## config.mk

```make
export PLATFORM = sky130hd
export DESIGN_NAME = vcmp_mask_unit
export DESIGN_NICKNAME = d
export VERILOG_FILES = /design/src/rtl/vcmp_pkg.sv /design/src/rtl/vcmp_cmp.sv /design/src/rtl/vcmp_ctrl.sv /design/src/rtl/vcmp_opsel.sv /design/src/rtl/vcmp_mask.sv /design/src/rtl/vcmp_mask_unit.sv
export SDC_FILE = /design/constraint.sdc
export NUM_CORES = 1
export LEC_CHECK = 0
export ABC_AREA = 0
export BUFFER_PORTS_ARGS = -buffer_cell sky130_fd_sc_hd__buf_2
export CAP_MARGIN = 20
export CORE_ASPECT_RATIO = 0.7
export CORE_MARGIN = 3
export CORE_UTILIZATION = 49
export CTS_BUF_LIST = sky130_fd_sc_hd__clkbuf_2
export CTS_CLUSTER_DIAMETER = 80
export DETAILED_ROUTE_END_ITERATION = 16
export GPL_ROUTABILITY_DRIVEN = 0
export PLACE_DENSITY_LB_ADDON = 0.12
export SYNTH_ARGS = -nofsm -noshare
export SYNTH_HDL_FRONTEND = slang
export SYNTH_SLANG_ARGS = --single-unit
```

## constraint.sdc

```tcl
create_clock -name clk -period 4.75 [get_ports clk]
set_input_delay 0.2375 -clock clk [delete_from_list [all_inputs] [get_ports clk]]
set_output_delay 0.2375 -clock clk [all_outputs]
set_load 0.01 [all_outputs]
```

## src/rtl/vcmp_pkg.sv

```systemverilog
// Package: compare type codes shared by the compare unit and its users.
// Assumes a 3-bit compare code; codes without a name compare as false.
package vcmp_pkg;
    localparam int CMP_OP_W = 3;

    typedef enum logic [CMP_OP_W-1:0] {
        CMP_EQ  = 3'd0,
        CMP_NE  = 3'd1,
        CMP_LT  = 3'd2,
        CMP_GE  = 3'd3,
        CMP_LTU = 3'd4,
        CMP_GEU = 3'd5
    } cmp_op_e;
endpackage

```

## src/rtl/vcmp_cmp.sv

```systemverilog
// Module: single-element comparator.
// Evaluates one operand pair under the selected compare type, purely
// combinationally. Assumes operands of DATA_W bits in two's complement
// for the signed codes.
module vcmp_cmp #(
    parameter int DATA_W = 16
) (
    input  logic [vcmp_pkg::CMP_OP_W-1:0] op,
    input  logic [DATA_W-1:0]             a,
    input  logic [DATA_W-1:0]             b,
    output logic                          res
);
    import vcmp_pkg::*;

    // Select the outcome of the requested relation.
    always_comb begin
        case (cmp_op_e'(op))
            CMP_EQ:  res = (a == b);
            CMP_NE:  res = (a != b);
            CMP_LT:  res = ($signed(a) <  $signed(b));
            CMP_GE:  res = ($signed(a) >= $signed(b));
            CMP_LTU: res = (a <  b);
            CMP_GEU: res = (a >= b);
            default: res = 1'b0;
        endcase
    end
endmodule

```

## src/rtl/vcmp_ctrl.sv

```systemverilog
// Module: element walk sequencer.
// Accepts a start when idle, clamps the element count, and steps an
// index one element per cycle. A trap while busy aborts the walk, and
// it takes priority over the step on that edge. Assumes start and trap
// are synchronous single-cycle or level inputs.
module vcmp_ctrl #(
    parameter int MAX_VL = 16,
    parameter int VLW    = $clog2(MAX_VL + 1)
) (
    input  logic           clk,
    input  logic           rst_n,
    input  logic           start,
    input  logic           trap,
    input  logic [VLW-1:0] vl,
    input  logic           any_vec,
    output logic           busy,
    output logic [VLW-1:0] idx,
    output logic [VLW-1:0] vl_lat,
    output logic           launch,
    output logic           step,
    output logic           last,
    output logic           abort,
    output logic           vl_zero
);
    localparam logic [VLW-1:0] VL_CAP = VLW'(MAX_VL);

    logic [VLW-1:0] vl_eff;

    // Clamp the requested count and derive the per-cycle controls.
    always_comb begin
        vl_eff  = (vl > VL_CAP) ? VL_CAP : vl;
        launch  = start && !busy;
        abort   = busy && trap;
        step    = busy && !trap;
        last    = step && (idx == vl_lat - VLW'(1));
        vl_zero = launch && any_vec && (vl_eff == '0);
    end

    // Walk state: run flag, element index and latched count.
    always_ff @(posedge clk) begin
        if (!rst_n) begin
            busy   <= 1'b0;
            idx    <= '0;
            vl_lat <= '0;
        end else if (launch) begin
            vl_lat <= vl_eff;
            idx    <= '0;
            busy   <= any_vec && (vl_eff != '0);
        end else if (abort) begin
            busy <= 1'b0;
            idx  <= '0;
        end else if (step) begin
            if (last) begin
                busy <= 1'b0;
                idx  <= '0;
            end else begin
                idx <= idx + VLW'(1);
            end
        end
    end
endmodule

```

## src/rtl/vcmp_opsel.sv

```systemverilog
// Module: operand selector.
// Samples the source kind flags and the stream values at launch. During
// the walk it feeds the live stream for a vector source and the sampled
// value for a scalar source. In the launch cycle it passes the raw
// streams, which the scalar-only compare uses.
module vcmp_opsel #(
    parameter int DATA_W = 16
) (
    input  logic              clk,
    input  logic              rst_n,
    input  logic              launch,
    input  logic              src1_vec,
    input  logic              src2_vec,
    input  logic [DATA_W-1:0] elem_a,
    input  logic [DATA_W-1:0] elem_b,
    output logic [DATA_W-1:0] op_a,
    output logic [DATA_W-1:0] op_b
);
    logic              v1_q, v2_q;
    logic [DATA_W-1:0] sa_q, sb_q;

    // Hold the source kinds and the scalar operand values for the walk.
    always_ff @(posedge clk) begin
        if (!rst_n) begin
            v1_q <= 1'b0;
            v2_q <= 1'b0;
            sa_q <= '0;
            sb_q <= '0;
        end else if (launch) begin
            v1_q <= src1_vec;
            v2_q <= src2_vec;
            sa_q <= elem_a;
            sb_q <= elem_b;
        end
    end

    // Route the live stream or the held scalar to the comparator.
    always_comb begin
        op_a = (launch || v1_q) ? elem_a : sa_q;
        op_b = (launch || v2_q) ? elem_b : sb_q;
    end
endmodule

```

## src/rtl/vcmp_mask.sv

```systemverilog
// Module: mask accumulator and result register.
// Builds the start mask, applies one element result per step under the
// latched predicate, and produces done, the write strobe and the branch
// decision. Assumes idx < MAX_VL whenever step is high.
module vcmp_mask #(
    parameter int MAX_VL = 16,
    parameter int VLW    = $clog2(MAX_VL + 1)
) (
    input  logic              clk,
    input  logic              rst_n,
    input  logic              launch,
    input  logic              any_vec,
    input  logic              vl_zero,
    input  logic              step,
    input  logic              last,
    input  logic              abort,
    input  logic [VLW-1:0]    idx,
    input  logic [MAX_VL-1:0] pred_mask,
    input  logic              zeroing,
    input  logic              dst_exists,
    input  logic [MAX_VL-1:0] dst_old,
    input  logic              cmp_res,
    output logic              done,
    output logic [MAX_VL-1:0] mask_out,
    output logic              mask_we,
    output logic              branch_taken,
    output logic              dst_lat
);
    logic [MAX_VL-1:0] acc, nxt, init, pred_q;
    logic              zero_q;

    // Start value: prior destination contents unless absent or zeroing.
    always_comb begin
        init = (dst_exists && !zeroing) ? dst_old : '0;
    end

    // Per-bit update: only the bit at the current index may change.
    for (genvar b = 0; b < MAX_VL; b++) begin : g_bit
        always_comb begin
            if (idx == VLW'(b))
                nxt[b] = pred_q[b] ? cmp_res : (zero_q ? 1'b0 : acc[b]);
            else
                nxt[b] = acc[b];
        end
    end

    // Accumulator and result registers, with pulses cleared by default.
    always_ff @(posedge clk) begin
        if (!rst_n) begin
            acc          <= '0;
            pred_q       <= '0;
            zero_q       <= 1'b0;
            dst_lat      <= 1'b0;
            done         <= 1'b0;
            mask_we      <= 1'b0;
            mask_out     <= '0;
            branch_taken <= 1'b0;
        end else begin
            done    <= 1'b0;
            mask_we <= 1'b0;
            if (launch) begin
                acc     <= init;
                pred_q  <= pred_mask;
                zero_q  <= zeroing;
                dst_lat <= dst_exists && any_vec;
                if (!any_vec) begin
                    done         <= 1'b1;
                    branch_taken <= cmp_res;
                    mask_out     <= '0;
                end else if (vl_zero) begin
                    done         <= 1'b1;
                    mask_out     <= init;
                    mask_we      <= dst_exists;
                    branch_taken <= (init == pred_mask);
                end else begin
                    branch_taken <= 1'b0;
                end
            end else if (abort) begin
                mask_we <= dst_lat;
                if (dst_lat)
                    mask_out <= acc;
            end else if (step) begin
                acc <= nxt;
                if (last) begin
                    done         <= 1'b1;
                    mask_out     <= nxt;
                    mask_we      <= dst_lat;
                    branch_taken <= (nxt == pred_q);
                end
            end
        end
    end
endmodule

```

## src/rtl/vcmp_mask_unit.sv

```systemverilog
// Module: predicated vector compare mask unit (top).
// Walks VL element pairs one per cycle, builds a predicated result mask,
// hands it out for a destination predicate register, and decides the
// branch. Falls back to a single scalar compare when no source is a
// vector. Assumes the pipeline presents element elem_idx on the streams.
module vcmp_mask_unit #(
    parameter int DATA_W = 16,
    parameter int MAX_VL = 16,
    parameter int VLW    = $clog2(MAX_VL + 1)
) (
    input  logic                          clk,
    input  logic                          rst_n,
    input  logic                          start,
    input  logic                          trap,
    input  logic [VLW-1:0]                vl,
    input  logic                          src1_vec,
    input  logic                          src2_vec,
    input  logic [vcmp_pkg::CMP_OP_W-1:0] cmp_op,
    input  logic [MAX_VL-1:0]             pred_mask,
    input  logic                          zeroing,
    input  logic                          dst_exists,
    input  logic [MAX_VL-1:0]             dst_old,
    input  logic [DATA_W-1:0]             elem_a,
    input  logic [DATA_W-1:0]             elem_b,
    output logic                          busy,
    output logic [VLW-1:0]                elem_idx,
    output logic                          done,
    output logic [MAX_VL-1:0]             mask_out,
    output logic                          mask_we,
    output logic                          branch_taken
);
    logic              any_vec, launch, step, last, abort, vl_zero, cmp_res, dst_lat;
    logic [VLW-1:0]    vl_lat;
    logic [DATA_W-1:0] op_a, op_b;
    logic [vcmp_pkg::CMP_OP_W-1:0] op_q;

    // Vector mode is chosen when either source is flagged as a vector.
    always_comb begin
        any_vec = src1_vec || src2_vec;
    end

    // Hold the compare type for the whole walk.
    always_ff @(posedge clk) begin
        if (!rst_n)
            op_q <= '0;
        else if (launch)
            op_q <= cmp_op;
    end

    vcmp_ctrl #(.MAX_VL(MAX_VL), .VLW(VLW)) u_ctrl (
        .clk(clk), .rst_n(rst_n), .start(start), .trap(trap), .vl(vl),
        .any_vec(any_vec), .busy(busy), .idx(elem_idx), .vl_lat(vl_lat),
        .launch(launch), .step(step), .last(last), .abort(abort),
        .vl_zero(vl_zero)
    );

    vcmp_opsel #(.DATA_W(DATA_W)) u_opsel (
        .clk(clk), .rst_n(rst_n), .launch(launch), .src1_vec(src1_vec),
        .src2_vec(src2_vec), .elem_a(elem_a), .elem_b(elem_b),
        .op_a(op_a), .op_b(op_b)
    );

    vcmp_cmp #(.DATA_W(DATA_W)) u_cmp (
        .op(launch ? cmp_op : op_q), .a(op_a), .b(op_b), .res(cmp_res)
    );

    vcmp_mask #(.MAX_VL(MAX_VL), .VLW(VLW)) u_mask (
        .clk(clk), .rst_n(rst_n), .launch(launch), .any_vec(any_vec),
        .vl_zero(vl_zero), .step(step), .last(last), .abort(abort),
        .idx(elem_idx), .pred_mask(pred_mask), .zeroing(zeroing),
        .dst_exists(dst_exists), .dst_old(dst_old), .cmp_res(cmp_res),
        .done(done), .mask_out(mask_out), .mask_we(mask_we),
        .branch_taken(branch_taken), .dst_lat(dst_lat)
    );
endmodule

```

==> impl_results.md <==
* Status: finished, final reports clean
* Chip Width at 142 um
* Antenna violations before repair at 0
* Hold path depth at 4
* Layout cell share with drive strength beyond 1 at 16.2%
* DR pass1 iterations at 6
* Fin. Hold Viols at 0
* Top cell type's share of synthesized area at 31.8%
* Syn-to-layout area delta at 22.0%
* CTS clk-pin slew, worst paths at 0.29 ns
* Uppermost routed layer: met4
* RSZ-0062 raised after global routing: false
* Post-CTS sizing at 0
* Grt ovf at 0
* Max Slew Vio Count at 0
* Vias per cell at 6.00
* Clock latency on the worst-skew pair at 0.59 ns
* Max clock buf depth at 2
* Yosys Warn Count at 0
* Syn Inst Count at 825
* Synth area leaders: dfxtp_1 (32%), nand2_1 (9.0%), a21boi_0 (7.0%)
* Routed wl met2 at 8440 um
* Via count at 6818
* Element type at the critical path end: register
* Root Buffer: clkbuf_2
* Tmin final at 4.36 ns
* Filler cell count at 1115
* Clk sinks at 101
* NumNets Final at 1071
* Period utilization at 91.7%
* Hold endpoint: op_q[0]
* Total GRT Usage at 28.8%
* Setup bufs post-CTS at 0
* Arrival time at the worst endpoint at 4.90 ns
* Initial drt markers at 826
* Total Routed Length at 20800 um
* Most frequent cells in the layout: nand2_1 (152), buf_2 (104), dfxtp_1 (101)
* Number of synthesized flops with an enable pin at 0
* Flop-to-flop setup slack at 0.39 ns
* Count of cells along the worst register-to-register path at 14
* CTS buffer count at 9
* Min-Delay Path Class: in2reg
* Diodes inserted at 0
* Rel. slew slack at 29.4%
* Vias in the first global route at 6359
* Worst hold path startpoint: cmp_op[0]
* Worst r2r dst: u_mask.branch_taken
* Antenna-violating nets left at 0
* Met3 wire len at 2180 um
* Final-report setup violation count at 0
* Setup tns final at 0 ns
* Io pins at 105
* Syn nets at 927
* P_leak at 2.94 nW
* Initial core utilization at 50.7%
* Crit path kind: reg2reg
* Largest net degree at the start of global routing at 98
* Post-synth ARST share at 0%
* Die Y at 101 um
* IO Port Bufs at 104
* Post-synth top flop: dfxtp_1
* Maximum VDD drop at 0.156 mV
* Post-detail-place hpwl at 14700 um
* Commonest non-fill, non-tap cell in the layout: nand2_1
* Mapped cell area at 6370 sq um
* CTS tree: done
* Clock skew at 0.0194 ns
* FP Rows at 34
* Post-synthesis sequential area ratio at 31.8%
* Worst endpoint required time at 5.29 ns
* Startpoint types: register
* Core region area at 12500 sq um
* Metal1 wirelength at 9840 um
* Synthesized flop and latch total at 101
* DR WL/cell at 18.3 um
* Reg-to-Reg Start: u_ctrl.busy
* Hold Slack at 0.0325 ns
* Synth area leader: dfxtp_1
* Mean Syn Cell Area at 7.72 sq um
* Least-Margin Pin Slew at 1.05 ns
* CP max FO at 17
* DRC at 0
* H-tree levels at 3
* DIE AREA at 14400 sq um
* Fmax at 230 MHz
* First-pass GRT wire length at 33300 um
* Pwr dens at 239 nW/um^2
* Post-synth cell types at 59
* Max_cap viols at 0
through the flow:
stage | instance area [sq um] | setup WS, ns | util [%] | power, mW | instances
final | 7760 | 0.394 | 61.9 | 1.85 | 1136
after global routing | 7760 | 0.0242 | 61.9 | 1.95 | 1136
after CTS | 7760 | 0.489 | 61.9 | 1.85 | 1136
after detailed placement | 6950 | 0.552 | 55.4 | 1.42 | 1049
after global placement | 6950 | 0.736 | 55.4 | 1.40 | 1049
after floorplan | 6370 | 0.720 | - | 1.26 | 825
cells by family after synthesis:
group / after synthesis / synth area share (%)
flops: 101 / 31.8
fa+ha+maj: 22 / 4.32
xor+xnor: 16 / 2.20
compound gates: 281 / 29.0
simple gates: 308 / 23.0
buf+inv: 62 / 3.99
mux: 35 / 5.82
what timing repair did:
action | 4_1_cts | 5_1_grt
endpoints found under the setup margin | 0 | 0
hold endpoints to repair | 77 | 0
hold buffers | 71 | 0
where the power goes:
part	switching (mW)	leakage (nW)	internal [mW]
Combinational	0.300	2.05	0.222
Clock	0.308	0.0647	0.0816
Sequential	0.0422	0.828	0.899
Total	0.651	2.94	1.20
state kept, by name, summed over array words and instances, names as in the netlist, 3 cells and up:
| signal | cells |
|---|---|
| u_opsel.sa_q | 16 |
| u_ctrl.vl_lat | 5 |
| u_ctrl.idx | 5 |
| u_mask.acc | 16 |
| u_opsel.sb_q | 16 |
| op_q | 3 |
| u_mask.mask_out | 16 |
| u_mask.pred_q | 16 |
worst max path at each step:
stage,from,slack [ns],end,cells after the start
2_1_floorplan,u_ctrl.busy,0.72,u_mask.acc[3],14
3_3_place_gp,u_ctrl.busy,0.74,u_mask.branch_taken,14
3_5_place_dp,u_ctrl.busy,0.55,u_mask.branch_taken,14
4_1_cts,u_ctrl.busy,0.49,u_mask.branch_taken,14
5_1_grt,u_ctrl.busy,0.02,u_mask.branch_taken,14
6_report,u_ctrl.busy,0.39,u_mask.branch_taken,14
cells in the mapped netlist (5+ instances only):
cell type / number
nand2_1: 152
nor4bb_1: 6
ha_1: 22
a21oi_1: 39
o21ai_0: 85
mux2i_1: 19
nor2b_1: 24
dfxtp_1: 101
a31oi_1: 18
o311ai_0: 5
o32ai_1: 6
and2_1: 5
o211ai_1: 8
buf_1: 6
nand2b_1: 24
o31ai_1: 11
a21boi_0: 59
mux2_2: 16
xnor2_1: 12
nand3_1: 11
inv_1: 11
nor2_1: 49
clkbuf_1: 39
a22oi_1: 19
nand4_1: 10
routing by layer:
| layer | track usage [%] | vias to the layer above |
|---|---|---|
| li1 | - | 3263 |
| met5 | 0 | - |
| met4 | 7.52 | 0 |
| met3 | 7.27 | 28 |
| met2 | 40.5 | 337 |
| met1 | 43.5 | 3190 |
final cells by class:
type / count / area [sq um] / area share (%)
clock buffer: 11 / 55.1 / 0.709
clock inverter: 5 / 45.0 / 0.580
inverter: 11 / 41.3 / 0.532
multi-input combinational: 662 / 4100 / 52.8
sequential: 101 / 2020 / 26.0
tap: 162 / 203 / 2.61
timing repair buffer: 184 / 1300 / 16.7
worst max-delay path, cell delays in order (launching register included):
cell,delay (ns)
dfxtp_1,0.55
nor2b_4,0.09
nor2_1,0.10
buf_4,0.26
mux2_2,0.37
ha_1,0.33
nand4_1,0.23
nor4_2,0.41
xnor2_1,0.16
o21ai_0,0.16
a31oi_4,0.41
nand2_2,0.34
o311ai_0,0.42
nand4_1,0.21
o31ai_1,0.26
No activity file was read; power rests on OpenSTA's default activity.
